--- config.mk ---
export PLATFORM = sky130hd
export DESIGN_NAME = nand_cmd_front
export DESIGN_NICKNAME = d
export VERILOG_FILES = /design/src/rtl/nand_fe_pkg.sv /design/src/rtl/nand_cycle_sorter.sv /design/src/rtl/nand_addr_collector.sv /design/src/rtl/nand_cmd_front.sv
export SDC_FILE = /design/constraint.sdc
export NUM_CORES = 1
export LEC_CHECK = 0
export ABC_AREA = 1
export ABC_CLOCK_PERIOD_IN_PS = 2400
export CORE_MARGIN = 3
export CORE_UTILIZATION = 54
export CTS_BUF_LIST = sky130_fd_sc_hd__clkbuf_8
export DETAILED_ROUTE_END_ITERATION = 8
export PLACE_DENSITY = 0.91
export SLEW_MARGIN = 10
export SYNTH_ARGS = -nofsm -noshare
export SYNTH_HDL_FRONTEND = slang
export SYNTH_SLANG_ARGS = --single-unit
--- constraint.sdc ---
create_clock -name clk -period 2.4 [get_ports clk]
set_input_delay 0.48 -clock clk [delete_from_list [all_inputs] [get_ports clk]]
set_output_delay 0.48 -clock clk [all_outputs]
set_load 0.02 [all_outputs]
--- src/rtl/nand_fe_pkg.sv ---
package nand_fe_pkg;

    typedef enum logic [1:0] {
        CYC_NONE = 2'd0,
        CYC_CMD  = 2'd1,
        CYC_ADDR = 2'd2,
        CYC_DATA = 2'd3
    } cyc_kind_e;

    typedef struct packed {
        cyc_kind_e   kind;
        logic [7:0]  val;
    } cyc_t;

    typedef enum logic [1:0] {
        RGN_FIRST  = 2'd0,
        RGN_SECOND = 2'd1,
        RGN_SPARE  = 2'd2
    } region_e;

    typedef enum logic [3:0] {
        OP_NONE       = 4'd0,
        OP_READ       = 4'd1,
        OP_COPY_READ  = 4'd2,
        OP_PROG_LOAD  = 4'd3,
        OP_COPY_LOAD  = 4'd4,
        OP_PROG_RUN   = 4'd5,
        OP_PROG_PLANE = 4'd6,
        OP_ERASE_ADDR = 4'd7,
        OP_ERASE_RUN  = 4'd8,
        OP_READ_ID    = 4'd9,
        OP_RESET      = 4'd10,
        OP_STATUS     = 4'd11,
        OP_MSTATUS    = 4'd12
    } op_e;

    // which addressed command owns the address phase
    typedef enum logic [1:0] {
        SEQ_READ  = 2'd0,
        SEQ_PROG  = 2'd1,
        SEQ_COPY  = 2'd2,
        SEQ_ERASE = 2'd3
    } seq_e;

    // which confirm byte is currently allowed
    typedef enum logic [1:0] {
        PEND_NONE  = 2'd0,
        PEND_READ  = 2'd1,
        PEND_PROG  = 2'd2,
        PEND_ERASE = 2'd3
    } pend_e;

    localparam logic [7:0] K_RD_LO    = 8'h00;
    localparam logic [7:0] K_RD_HI    = 8'h01;
    localparam logic [7:0] K_CB_RD    = 8'h03;
    localparam logic [7:0] K_PG_GO    = 8'h10;
    localparam logic [7:0] K_PG_PLN   = 8'h11;
    localparam logic [7:0] K_RD_SPR   = 8'h50;
    localparam logic [7:0] K_ER_SET   = 8'h60;
    localparam logic [7:0] K_STAT     = 8'h70;
    localparam logic [7:0] K_MSTAT    = 8'h71;
    localparam logic [7:0] K_PG_SET   = 8'h80;
    localparam logic [7:0] K_CB_DST   = 8'h8A;
    localparam logic [7:0] K_IDENT    = 8'h90;
    localparam logic [7:0] K_ER_GO    = 8'hD0;
    localparam logic [7:0] K_RESET    = 8'hFF;

    function automatic logic busy_pass(input logic [7:0] c);
        return (c == K_RESET) || (c == K_STAT) || (c == K_MSTAT);
    endfunction

endpackage

--- src/rtl/nand_cycle_sorter.sv ---
module nand_cycle_sorter
    import nand_fe_pkg::*;
(
    input  logic       clk,
    input  logic       rst,
    input  logic       ce_n,
    input  logic       we_n,
    input  logic       cle,
    input  logic       ale,
    input  logic [7:0] io_in,
    output cyc_t       cyc
);

    logic we_q;

    always_ff @(posedge clk) begin
        if (rst) we_q <= 1'b1;
        else     we_q <= we_n;
    end

    // rising write enable with chip enable low takes one byte
    always_comb begin
        cyc.kind = CYC_NONE;
        cyc.val  = io_in;
        if (we_n && !we_q && !ce_n) begin
            if (cle)      cyc.kind = CYC_CMD;
            else if (ale) cyc.kind = CYC_ADDR;
            else          cyc.kind = CYC_DATA;
        end
    end

endmodule

--- src/rtl/nand_addr_collector.sv ---
module nand_addr_collector #(
    parameter int ROW_BYTES = 3,
    parameter int ROW_W     = 18
) (
    input  logic             clk,
    input  logic             rst,
    input  logic             start,
    input  logic             with_col,
    input  logic             clear,
    input  logic             take,
    input  logic [7:0]       byte_in,
    output logic             last,
    output logic [7:0]       col_o,
    output logic [ROW_W-1:0] row_o
);

    localparam int SW = $clog2(ROW_BYTES + 2);

    logic             active;
    logic             has_col_q;
    logic [SW-1:0]    cnt;
    logic [SW-1:0]    slot;
    logic [7:0]       col_q, col_n;
    logic [ROW_W-1:0] row_q, row_n;

    // slot 0 is the column byte, slot k is row byte k-1
    assign slot = has_col_q ? cnt : cnt + SW'(1);

    always_comb begin
        col_n = col_q;
        row_n = row_q;
        if (take && active) begin
            if (slot == '0) col_n = byte_in;
            for (int b = 0; b < ROW_W; b++) begin
                if (slot == SW'(b / 8 + 1)) row_n[b] = byte_in[b % 8];
            end
        end
    end

    assign last  = take && active && (slot == SW'(ROW_BYTES));
    assign col_o = col_n;
    assign row_o = row_n;

    always_ff @(posedge clk) begin
        if (rst) begin
            active    <= 1'b0;
            has_col_q <= 1'b0;
            cnt       <= '0;
            col_q     <= '0;
            row_q     <= '0;
        end else if (start) begin
            active    <= 1'b1;
            has_col_q <= with_col;
            cnt       <= '0;
            col_q     <= '0;
            row_q     <= '0;
        end else if (clear) begin
            active    <= 1'b0;
        end else if (take && active) begin
            col_q <= col_n;
            row_q <= row_n;
            if (last) active <= 1'b0;
            else      cnt    <= cnt + SW'(1);
        end
    end


    slot_range_chk: assert property (@(posedge clk) disable iff (rst)
        active |-> (slot <= SW'(ROW_BYTES)));

endmodule

--- src/rtl/nand_cmd_front.sv ---
module nand_cmd_front
    import nand_fe_pkg::*;
#(
    parameter int ROW_BYTES = 3,
    parameter int ROW_W     = 18
) (
    input  logic             clk,
    input  logic             rst,
    input  logic             ce_n,
    input  logic             we_n,
    input  logic             cle,
    input  logic             ale,
    input  logic [7:0]       io_in,
    input  logic             busy,
    output logic             req_valid,
    output logic [3:0]       req_op,
    output logic [7:0]       req_col,
    output logic [ROW_W-1:0] req_row,
    output logic [1:0]       req_region,
    output logic             cmd_illegal,
    output logic             data_valid,
    output logic [7:0]       data_byte,
    output logic [1:0]       ptr_region
);

    cyc_t cyc;
    logic accept, is_cmd, is_addr, is_data;
    logic start, with_col, clear, last;
    logic [7:0]       a_col;
    logic [ROW_W-1:0] a_row;

    seq_e    seq_q, seq_n;
    pend_e   pend_q, pend_n;
    region_e rgn_q, rgn_n;
    logic    r_valid, r_ill;
    op_e     r_op;

    nand_cycle_sorter sorter_i (
        .clk(clk), .rst(rst), .ce_n(ce_n), .we_n(we_n),
        .cle(cle), .ale(ale), .io_in(io_in), .cyc(cyc)
    );

    nand_addr_collector #(.ROW_BYTES(ROW_BYTES), .ROW_W(ROW_W)) coll_i (
        .clk(clk), .rst(rst), .start(start), .with_col(with_col),
        .clear(clear), .take(is_addr), .byte_in(cyc.val),
        .last(last), .col_o(a_col), .row_o(a_row)
    );

    // busy filter: only reset and status commands pass
    assign accept  = (cyc.kind != CYC_NONE) &&
                     (!busy || (cyc.kind == CYC_CMD && busy_pass(cyc.val)));
    assign is_cmd  = accept && (cyc.kind == CYC_CMD);
    assign is_addr = accept && (cyc.kind == CYC_ADDR);
    assign is_data = accept && (cyc.kind == CYC_DATA);

    always_comb begin
        seq_n    = seq_q;
        pend_n   = pend_q;
        rgn_n    = rgn_q;
        start    = 1'b0;
        with_col = 1'b0;
        clear    = 1'b0;
        r_valid  = 1'b0;
        r_ill    = 1'b0;
        r_op     = OP_NONE;
        if (is_cmd) begin
            clear  = 1'b1;
            pend_n = PEND_NONE;
            case (cyc.val)
                K_RD_LO:  begin start = 1'b1; with_col = 1'b1; seq_n = SEQ_READ; rgn_n = RGN_FIRST;  end
                K_RD_HI:  begin start = 1'b1; with_col = 1'b1; seq_n = SEQ_READ; rgn_n = RGN_SECOND; end
                K_RD_SPR: begin start = 1'b1; with_col = 1'b1; seq_n = SEQ_READ; rgn_n = RGN_SPARE;  end
                K_PG_SET: begin start = 1'b1; with_col = 1'b1; seq_n = SEQ_PROG; end
                K_CB_DST: begin start = 1'b1; with_col = 1'b1; seq_n = SEQ_COPY; end
                K_ER_SET: begin start = 1'b1; seq_n = SEQ_ERASE; end
                K_IDENT:  begin r_valid = 1'b1; r_op = OP_READ_ID; end
                K_RESET:  begin r_valid = 1'b1; r_op = OP_RESET; rgn_n = RGN_FIRST; end
                K_STAT:   begin r_valid = 1'b1; r_op = OP_STATUS; end
                K_MSTAT:  begin r_valid = 1'b1; r_op = OP_MSTATUS; end
                K_CB_RD:  begin
                    if (pend_q == PEND_READ) begin r_valid = 1'b1; r_op = OP_COPY_READ; end
                    else r_ill = 1'b1;
                end
                K_PG_GO, K_PG_PLN: begin
                    if (pend_q == PEND_PROG) begin
                        r_valid = 1'b1;
                        r_op    = (cyc.val == K_PG_GO) ? OP_PROG_RUN : OP_PROG_PLANE;
                    end else r_ill = 1'b1;
                end
                K_ER_GO:  begin
                    if (pend_q == PEND_ERASE) begin r_valid = 1'b1; r_op = OP_ERASE_RUN; end
                    else r_ill = 1'b1;
                end
                default:  r_ill = 1'b1;
            endcase
        end else if (is_addr && last) begin
            r_valid = 1'b1;
            case (seq_q)
                SEQ_READ:  begin r_op = OP_READ;       pend_n = PEND_READ;  end
                SEQ_PROG:  begin r_op = OP_PROG_LOAD;  pend_n = PEND_PROG;  end
                SEQ_COPY:  begin r_op = OP_COPY_LOAD;  pend_n = PEND_PROG;  end
                default:   begin r_op = OP_ERASE_ADDR; pend_n = PEND_ERASE; end
            endcase
            // a second-half access falls back to the first half
            if (seq_q != SEQ_ERASE && rgn_q == RGN_SECOND) rgn_n = RGN_FIRST;
        end
    end

    always_ff @(posedge clk) begin
        if (rst) begin
            seq_q       <= SEQ_READ;
            pend_q      <= PEND_NONE;
            rgn_q       <= RGN_FIRST;
            req_valid   <= 1'b0;
            req_op      <= OP_NONE;
            req_col     <= '0;
            req_row     <= '0;
            req_region  <= '0;
            cmd_illegal <= 1'b0;
            data_valid  <= 1'b0;
            data_byte   <= '0;
        end else begin
            seq_q       <= seq_n;
            pend_q      <= pend_n;
            rgn_q       <= rgn_n;
            req_valid   <= r_valid;
            req_op      <= r_op;
            req_col     <= a_col;
            req_row     <= a_row;
            req_region  <= rgn_q;
            cmd_illegal <= r_ill;
            data_valid  <= is_data;
            if (is_data) data_byte <= cyc.val;
        end
    end

    assign ptr_region = rgn_q;


    req_ill_excl_chk: assert property (@(posedge clk) disable iff (rst)
        !(req_valid && cmd_illegal));


    busy_filter_chk: assert property (@(posedge clk) disable iff (rst)
        (req_valid && $past(busy)) |->
        (req_op == OP_RESET || req_op == OP_STATUS || req_op == OP_MSTATUS));


    busy_quiet_chk: assert property (@(posedge clk) disable iff (rst)
        $past(busy) |-> (!cmd_illegal && !data_valid));


    req_pulse_chk: assert property (@(posedge clk) disable iff (rst)
        req_valid |=> !req_valid);


    region_code_chk: assert property (@(posedge clk) disable iff (rst)
        ptr_region != 2'd3);


    erase_col_chk: assert property (@(posedge clk) disable iff (rst)
        (req_valid && req_op == OP_ERASE_ADDR) |-> (req_col == 8'd0));

endmodule

==> out/results.ini, run 1 <==
[run_status]
status=completed

[clock_network]
cts_root_buf=clkbuf_8
cts.clk_slew.worst_paths_ps=80
hold_buffers=0
cts_made_buffers=9
cts.htree.levels=3
cts-resized-gates=0
cts_tree=done
clock_path_buffers=2
clk-insertion-delay-late_ps=360
cts_setup_buffers=0
clock-sinks=81

[synth]
synth_edf_count=0
yosysSeqAreaShare_pct=49.9
yosysWarnings=0
synth_cells=421
synth_ff_type=dfxtp_1
yosys.cell_types.count=35
async_reset_ff_share_pct=0
synth_compound_area_share_pct=10.6
synth_top_family_by_area=simple AND/OR/NAND/NOR gates
syn_area_mm2=0.00325
synth_top_area_share_pct=49.9
synth_nets=442
ys_ff_latch=81
synthXorXnorAreaFrac_pct=0.539
synthAdderAreaFrac_pct=2.31
avgSynthCellArea_um2=7.72
synth_top_cell_by_area=dfxtp_1
synthMuxAreaShare_pct=0
synth_area_leaders=dfxtp_1, nor2_1, nand2_1
yosys.area_share.simple_pct=29.1

[setup_path]
worst-r2r-setup-slack_ps=560
crit_fanout=25
cp.required_ps=2630
critPathCaptureType=register
cp_data_arrival_time_ps=2340
start_kind=input pin
path_class=in2reg

[routing]
wl_mm=7.83
detail_route.vias_per_cell=5.15
met3WireLength_um=472
wl_met1_mm=3.34
via_count=2943
first_pass_iters=4
met2_length_mm=3.80
drt-initial-drc-count=183
drc=0
post_drt_wl_per_cell_um=13.7
dr.max_layer_used=met4
ant_nets=0

[placed_design]
dpl_worst_slack_ps=-25.8
gp_congestion=0.954
portBuffers=59
dpl_cell_area_mm2=0.00399
dp_hpwl_mm=5.78

[floorplanning]
chipWidth_um=83.6
dieArea_mm2=0.00698
io_pins=60
die_y_um=83.6
row_count=27
core_mm2=0.00568
initial_core_util_pct=57.3

[sta]
hold_slack_ps=480
fin_crit_sh_pct=87.7
min_period_ps=2110
clock_skew_ps=14.9
clock.fmax_mhz=475
hold_viol=0
drv_slew=0
timing.final.ws_setup_ps=294
grt_setup_unrepaired=no
setup_viol=0
worst_pin_slew_ps=425
relSlewSlack_pct=71.7

[layout]
fin_area_mm2=0.00419
n_antenna_cell=0
nets=517
filler_cell_count=413
multi_input_area_mm2=0.00138
drive_gt1_share_pct=12.4
area_delta_synth_final_pct=29.1
seqCellArea_mm2=0.00162
mostFrequentLayoutCell=nor2_1
final_cell_mix=nor2_1, dfxtp_1, clkdlybuf4s50_1

[grt]
grt_antenna_before_repair=0
grt_pass1_vias=2964
grt-ovfl-total=0
grt_start_max_net_pins=42
grt_pass1_wl_mm=13.3
grt.total_usage_pct=23.8

[pwr]
vdd_drop_max_mv=0.426
p_leak_nw=1.82
p_per_area_mw_per_mm2=598

[min_path]
hold_path_class=reg2reg

[run]
max_cap_viol_count=0

[state kept, by name, indices dropped and copies added, names as in the netlist]
| name | flops |
|---|---|
| req_op | 4 |
| data_valid | 1 |
| coll_i.row_q | 18 |
| cmd_illegal | 1 |
| seq_q | 2 |
| req_region | 2 |
| coll_i.cnt | 3 |
| coll_i.col_q | 8 |
| req_row | 18 |
| pend_q | 2 |
| req_col | 8 |
| req_valid | 1 |
| coll_i.has_col_q | 1 |
| sorter_i.we_q | 1 |
| data_byte | 8 |
| ptr_region | 2 |
| coll_i.active | 1 |
[stage by stage]
| step | std cells | utilization [%] | TNS (ps) | power (mW) |
|---|---|---|---|---|
| floorplan | 421 | - | 0 | 1.43 |
| global placement | 557 | 70.2 | 0 | 1.49 |
| detailed placement | 557 | 70.2 | -203 | 1.49 |
| CTS | 572 | 73.9 | 0 | 2.53 |
| global route | 572 | 73.9 | 0 | 2.60 |
| finish | 572 | 73.9 | 0 | 2.51 |
[Yosys cell counts, types with 2 or more instances]
master / instances
nand3_1: 17
buf_6: 3
nor2_1: 109
dfxtp_1: 81
nand2_2: 5
clkbuf_1: 5
o21ai_0: 19
or2_2: 2
a21oi_1: 33
a211oi_1: 2
buf_2: 2
nand3b_1: 2
nor3_1: 3
nor2_2: 8
nand2_1: 55
nand2_4: 2
nand4_1: 7
inv_2: 5
nand3_2: 2
inv_1: 37
ha_1: 6
a21oi_2: 3
[logic make-up after synthesis]
logic type      count (synthesis)
simple gates                  216
flops                          81
compound gates                 61
buf+inv                        55
fa+ha+maj                       6
xor+xnor                        2
[path summary, 6_finish.rpt]
path	from	depth (start not counted)	endpoint
setup / recovery	io_in[3]	12	coll_i.row_q[6]$_SDFFE_PP0P_
hold / removal	coll_i.row_q[2]$_SDFFE_PP0P_	2	req_row[2]$_SDFF_PP0_
setup reg to reg	coll_i.cnt[0]$_SDFFE_PP0P_	12	req_row[5]$_SDFF_PP0_
hold reg to reg	coll_i.row_q[2]$_SDFFE_PP0P_	2	req_row[2]$_SDFF_PP0_
[power by group]
part,switching (mW),total [mW],internal [mW]
clock network,0.470,1.05,0.576
registers,0.000477,1.34,1.34
logic,0.0733,0.119,0.0461
[worst max-delay path, cell delays in order]
cell and delay, ps:
clkdlybuf4s50_1 500, nor2_1 190, nand3_2 130, nor2_1 150, nand2_1 130, nand2_1 110
nor2_1 60, nand2_1 130, nand2_4 100, nand2_4 80, buf_12 190, nor2_1 70
[layout make-up]
class | instances | share of cell area, %
clock inverter | 6 | 2.03
tap | 72 | 2.15
clock buffer | 9 | 2.95
sequential | 81 | 38.7
timing repair buffer | 76 | 17.4
inverter | 43 | 3.85
multi-input combinational | 285 | 32.9
[layer usage]
layer | global-route usage, % | vias to the layer above
met5 | 0 | -
met2 | 40.1 | 100
met1 | 28.0 | 1350
li1 | - | 1475
met4 | 11.0 | 0
met3 | 6.61 | 18
Note: power is estimated with default switching activity, not from simulation.
==> run 2, diff against run 1 <==
--- a/config.mk
+++ b/config.mk
@@ -11,7 +11,7 @@
 export CORE_UTILIZATION = 54
 export CTS_BUF_LIST = sky130_fd_sc_hd__clkbuf_8
 export DETAILED_ROUTE_END_ITERATION = 8
-export PLACE_DENSITY = 0.91
+export PLACE_DENSITY = 0.82
 export SLEW_MARGIN = 10
 export SYNTH_ARGS = -nofsm -noshare
 export SYNTH_HDL_FRONTEND = slang
==> run 2 against run 1 <==
  * Critical path type unchanged
  * Clock skew is 6.0 ps lower
  * Die area stayed put
  * Sequential power hardly changed
  * Critical path depth stayed put
  * Largest power group unchanged
  * Worst setup slack worse by 32 ps
  * Cell count is 0.52% higher
==> out/results.ini, run 2 (synthesis gave the netlist of run 1 again) <==
[pwr]
switching_share_pct=23.3  ; was 21.7%
seq_power_share_pct=55.1  ; was 53.6%
p_per_area_mw_per_mm2=581  ; was 598 mW/mm²
clkPwrFrac_pct=39.9  ; was 41.7%
p_leak_nw=1.82  ; about the same
p_comb_share_pct=5.0  ; was 4.8%
vdd_drop_max_mv=0.435  ; was 0.426 mV
internal_power_mw=1.87  ; was 1.97 mW
power.switching_mw=0.567  ; was 0.544 mW

[setup_path]
cp_slowest_stage_delay_ps=530  ; was 500 ps
worstReg2RegEnd=req_row[5]$_SDFF_PP0_  ; unchanged
reg2regPathDepth=12  ; unchanged
cp_cell_sequence=clkdlybuf4s50_1 -> nor2_1 -> nand3_2 -> nor2_1 -> nand2_1 -> nand2_1 -> nor2_1 -> nand2_1 -> nand2_4 -> nand2_4 -> buf_4 -> nor2_1  ; was clkdlybuf4s50_1 -> nor2_1 -> nand3_2 -> nor2_1 -> nand2_1 -> nand2_1 -> nor2_1 -> nand2_1 -> nand2_4 -> nand2_4 -> buf_12 -> nor2_1
cpMaxStageDelayCell=clkdlybuf4s50_1  ; unchanged
crit_top_cell=nor2_1  ; unchanged
critPathCaptureType=register  ; unchanged
r2r-start=coll_i.cnt[0]$_SDFFE_PP0P_  ; unchanged
critical-path-top-delay-family=simple AND/OR/NAND/NOR gates  ; unchanged
cp_data_arrival_time_ps=2380  ; was 2340 ps
path_buf_inv=2  ; unchanged
crit_fanout=10  ; was 25
path_class=in2reg  ; unchanged
worst-r2r-setup-slack_ps=570  ; was 560 ps
cp.required_ps=2640  ; was 2630 ps
start_kind=input pin  ; unchanged

[grt]
grt.total_usage_pct=23.2  ; was 23.8%
grt_pass1_wl_mm=13.0  ; was 13.3 mm
grt_start_max_net_pins=42  ; unchanged
grt_pass1_vias=2773  ; was 2,964
grt_antenna_before_repair=0  ; unchanged
grt-ovfl-total=0  ; unchanged

[min_path]
hold_path_end=req_region[0]$_SDFF_PP0_  ; was req_row[2]$_SDFF_PP0_
hold_path_class=reg2reg  ; unchanged
holdPathStages=2  ; unchanged
min-delay-start=ptr_region[0]$_SDFFE_PP0P_  ; was coll_i.row_q[2]$_SDFFE_PP0P_

[routing]
drt-initial-drc-count=185  ; was 183
ant_nets=0  ; unchanged
post_drt_wl_per_cell_um=13.6  ; was 13.7 µm
first_pass_iters=4  ; unchanged
wl_mm=7.82  ; was 7.83 mm
drc=0  ; unchanged
detail_route.vias_per_cell=5.04  ; was 5.15
via_count=2899  ; was 2,943

[sta]
clock.fmax_mhz=468  ; was 475 MHz
hold_viol=0  ; unchanged
drv_slew=0  ; unchanged
setup_viol=0  ; unchanged
worst_pin_slew_ps=430  ; was 425 ps
fin_crit_sh_pct=89.1  ; was 87.7%
min_period_ps=2140  ; was 2110 ps
relSlewSlack_pct=71.4  ; was 71.7%
clock_skew_ps=8.88  ; was 14.9 ps
grt_setup_unrepaired=no  ; unchanged

[placed_design]
portBuffers=59  ; unchanged
dp_hpwl_mm=5.73  ; was 5.78 mm
gp_congestion=0.862  ; was 0.954
dpl_cell_area_mm2=0.00400  ; was 0.00399 mm²

[layout]
reg_top3=coll_i.row_q x18, req_row x18  ; unchanged
seqCellArea_mm2=0.00162  ; unchanged
drive_gt1_share_pct=12.9  ; was 12.4%
filler_cell_count=444  ; was 413
multi_input_area_mm2=0.00138  ; unchanged
fin_area_mm2=0.00420  ; was 0.00419 mm²
nets=519  ; was 517
n_antenna_cell=0  ; unchanged
final_util_pct=73.9  ; about the same
mostFrequentLayoutCell=nor2_1  ; unchanged
area_delta_synth_final_pct=29.1  ; about the same
final_cell_mix=nor2_1, dfxtp_1, clkdlybuf4s50_1  ; unchanged

[clock_network]
cts_setup_buffers=0  ; unchanged
cts-resized-gates=0  ; unchanged
clock-sinks=81  ; unchanged
cts_made_buffers=9  ; unchanged
clock_path_buffers=2  ; unchanged
cts_root_buf=clkbuf_8  ; unchanged
cts.clk_slew.worst_paths_ps=80  ; about the same
clk-insertion-delay-late_ps=350  ; was 360 ps
cts.htree.levels=3  ; unchanged
hold_buffers=0  ; unchanged
cts_tree=done  ; unchanged

[floorplanning]
chipWidth_um=83.6  ; unchanged
initial_core_util_pct=57.3  ; unchanged
dieArea_mm2=0.00698  ; unchanged
row_count=27  ; unchanged
die_y_um=83.6  ; unchanged
core_mm2=0.00568  ; unchanged
io_pins=60  ; unchanged

[run_status]
status=completed  ; unchanged

[run]
max_cap_viol_count=0  ; unchanged

-- run 2: cell types whose count changed in the layout (fill, tap and decap cells not counted) --
cell        change
clkinvlp_4      +1
bufinv_16       -1
buf_4           +2
inv_6           +1
-- run 2: power groups by stage --
stage	Sequential (mW)	Combinational, mW	Clock (mW)
after floorplan	1.38	0.0579	0
after global placement	1.38	0.118	0
after detailed placement	1.38	0.118	0
after CTS	1.34	0.120	0.990
after global routing	1.34	0.131	1.05
final	1.34	0.121	0.972
-- run 2: layer usage --
layer / vias to the layer above / wire [µm] / global-route usage (%)
met5: - / 0 / 0
met1: 1302 / 3290 / 28.5
li1: 1482 / - / -
met3: 12 / 511 / 5.03
met4: 0 / 165 / 12.0
met2: 103 / 3860 / 38.2
-- run 2: tightest hold or removal path, cell delays in order, from the launching register on --
cell and delay, ps:
dfxtp_1 350, inv_1 60, nor2_1 30
-- run 2: metrics by stage --
| stage | setup slack, ps | cells | hold WS [ps] | total power [mW] | setup TNS (ps) |
|---|---|---|---|---|---|
| final | 262 | 575 | 480 | 2.44 | 0 |
| after global routing | 80.3 | 575 | 516 | 2.53 | 0 |
| after CTS | 266 | 575 | 483 | 2.45 | 0 |
| after detailed placement | -55.3 | 559 | 469 | 1.49 | -1170 |
| after global placement | -86.0 | 559 | 457 | 1.49 | -2250 |
| after floorplan | 672 | 421 | 446 | 1.43 | 0 |
-- run 2: area by class of cell --
type | instances | area share [%]
Timing Repair Buffer | 78 | 17.8
Tap cell | 72 | 2.15
Multi-Input combinational cell | 285 | 32.9
Clock inverter | 7 | 1.70
Sequential cell | 81 | 38.7
Clock buffer | 9 | 2.95
Inverter | 43 | 3.85
-- run 2: worst max-delay path by stage --
stage                     startpoint                            end  slack (ps)  cells after the start
final                       io_in[3]   coll_i.col_q[1]$_SDFFE_PP0P_         260                     12
after global routing        io_in[3]   coll_i.col_q[6]$_SDFFE_PP0P_          80                     12
after CTS                   io_in[3]   coll_i.col_q[1]$_SDFFE_PP0P_         270                     12
after detailed placement    io_in[3]   coll_i.col_q[1]$_SDFFE_PP0P_         -60                     12
after global placement      io_in[3]  coll_i.row_q[17]$_SDFFE_PP0P_         -90                     11
after floorplan                 ce_n         req_row[10]$_SDFF_PP0_         670                      7
==> run 3, diff against run 2 <==
--- a/config.mk
+++ b/config.mk
@@ -12,6 +12,7 @@
 export CTS_BUF_LIST = sky130_fd_sc_hd__clkbuf_8
 export DETAILED_ROUTE_END_ITERATION = 8
 export PLACE_DENSITY = 0.82
+export SKIP_CTS_REPAIR_TIMING = 1
 export SLEW_MARGIN = 10
 export SYNTH_ARGS = -nofsm -noshare
 export SYNTH_HDL_FRONTEND = slang
==> results of run 3 <==
No change in the layout: final DEF, timing and power equal those of run 2.
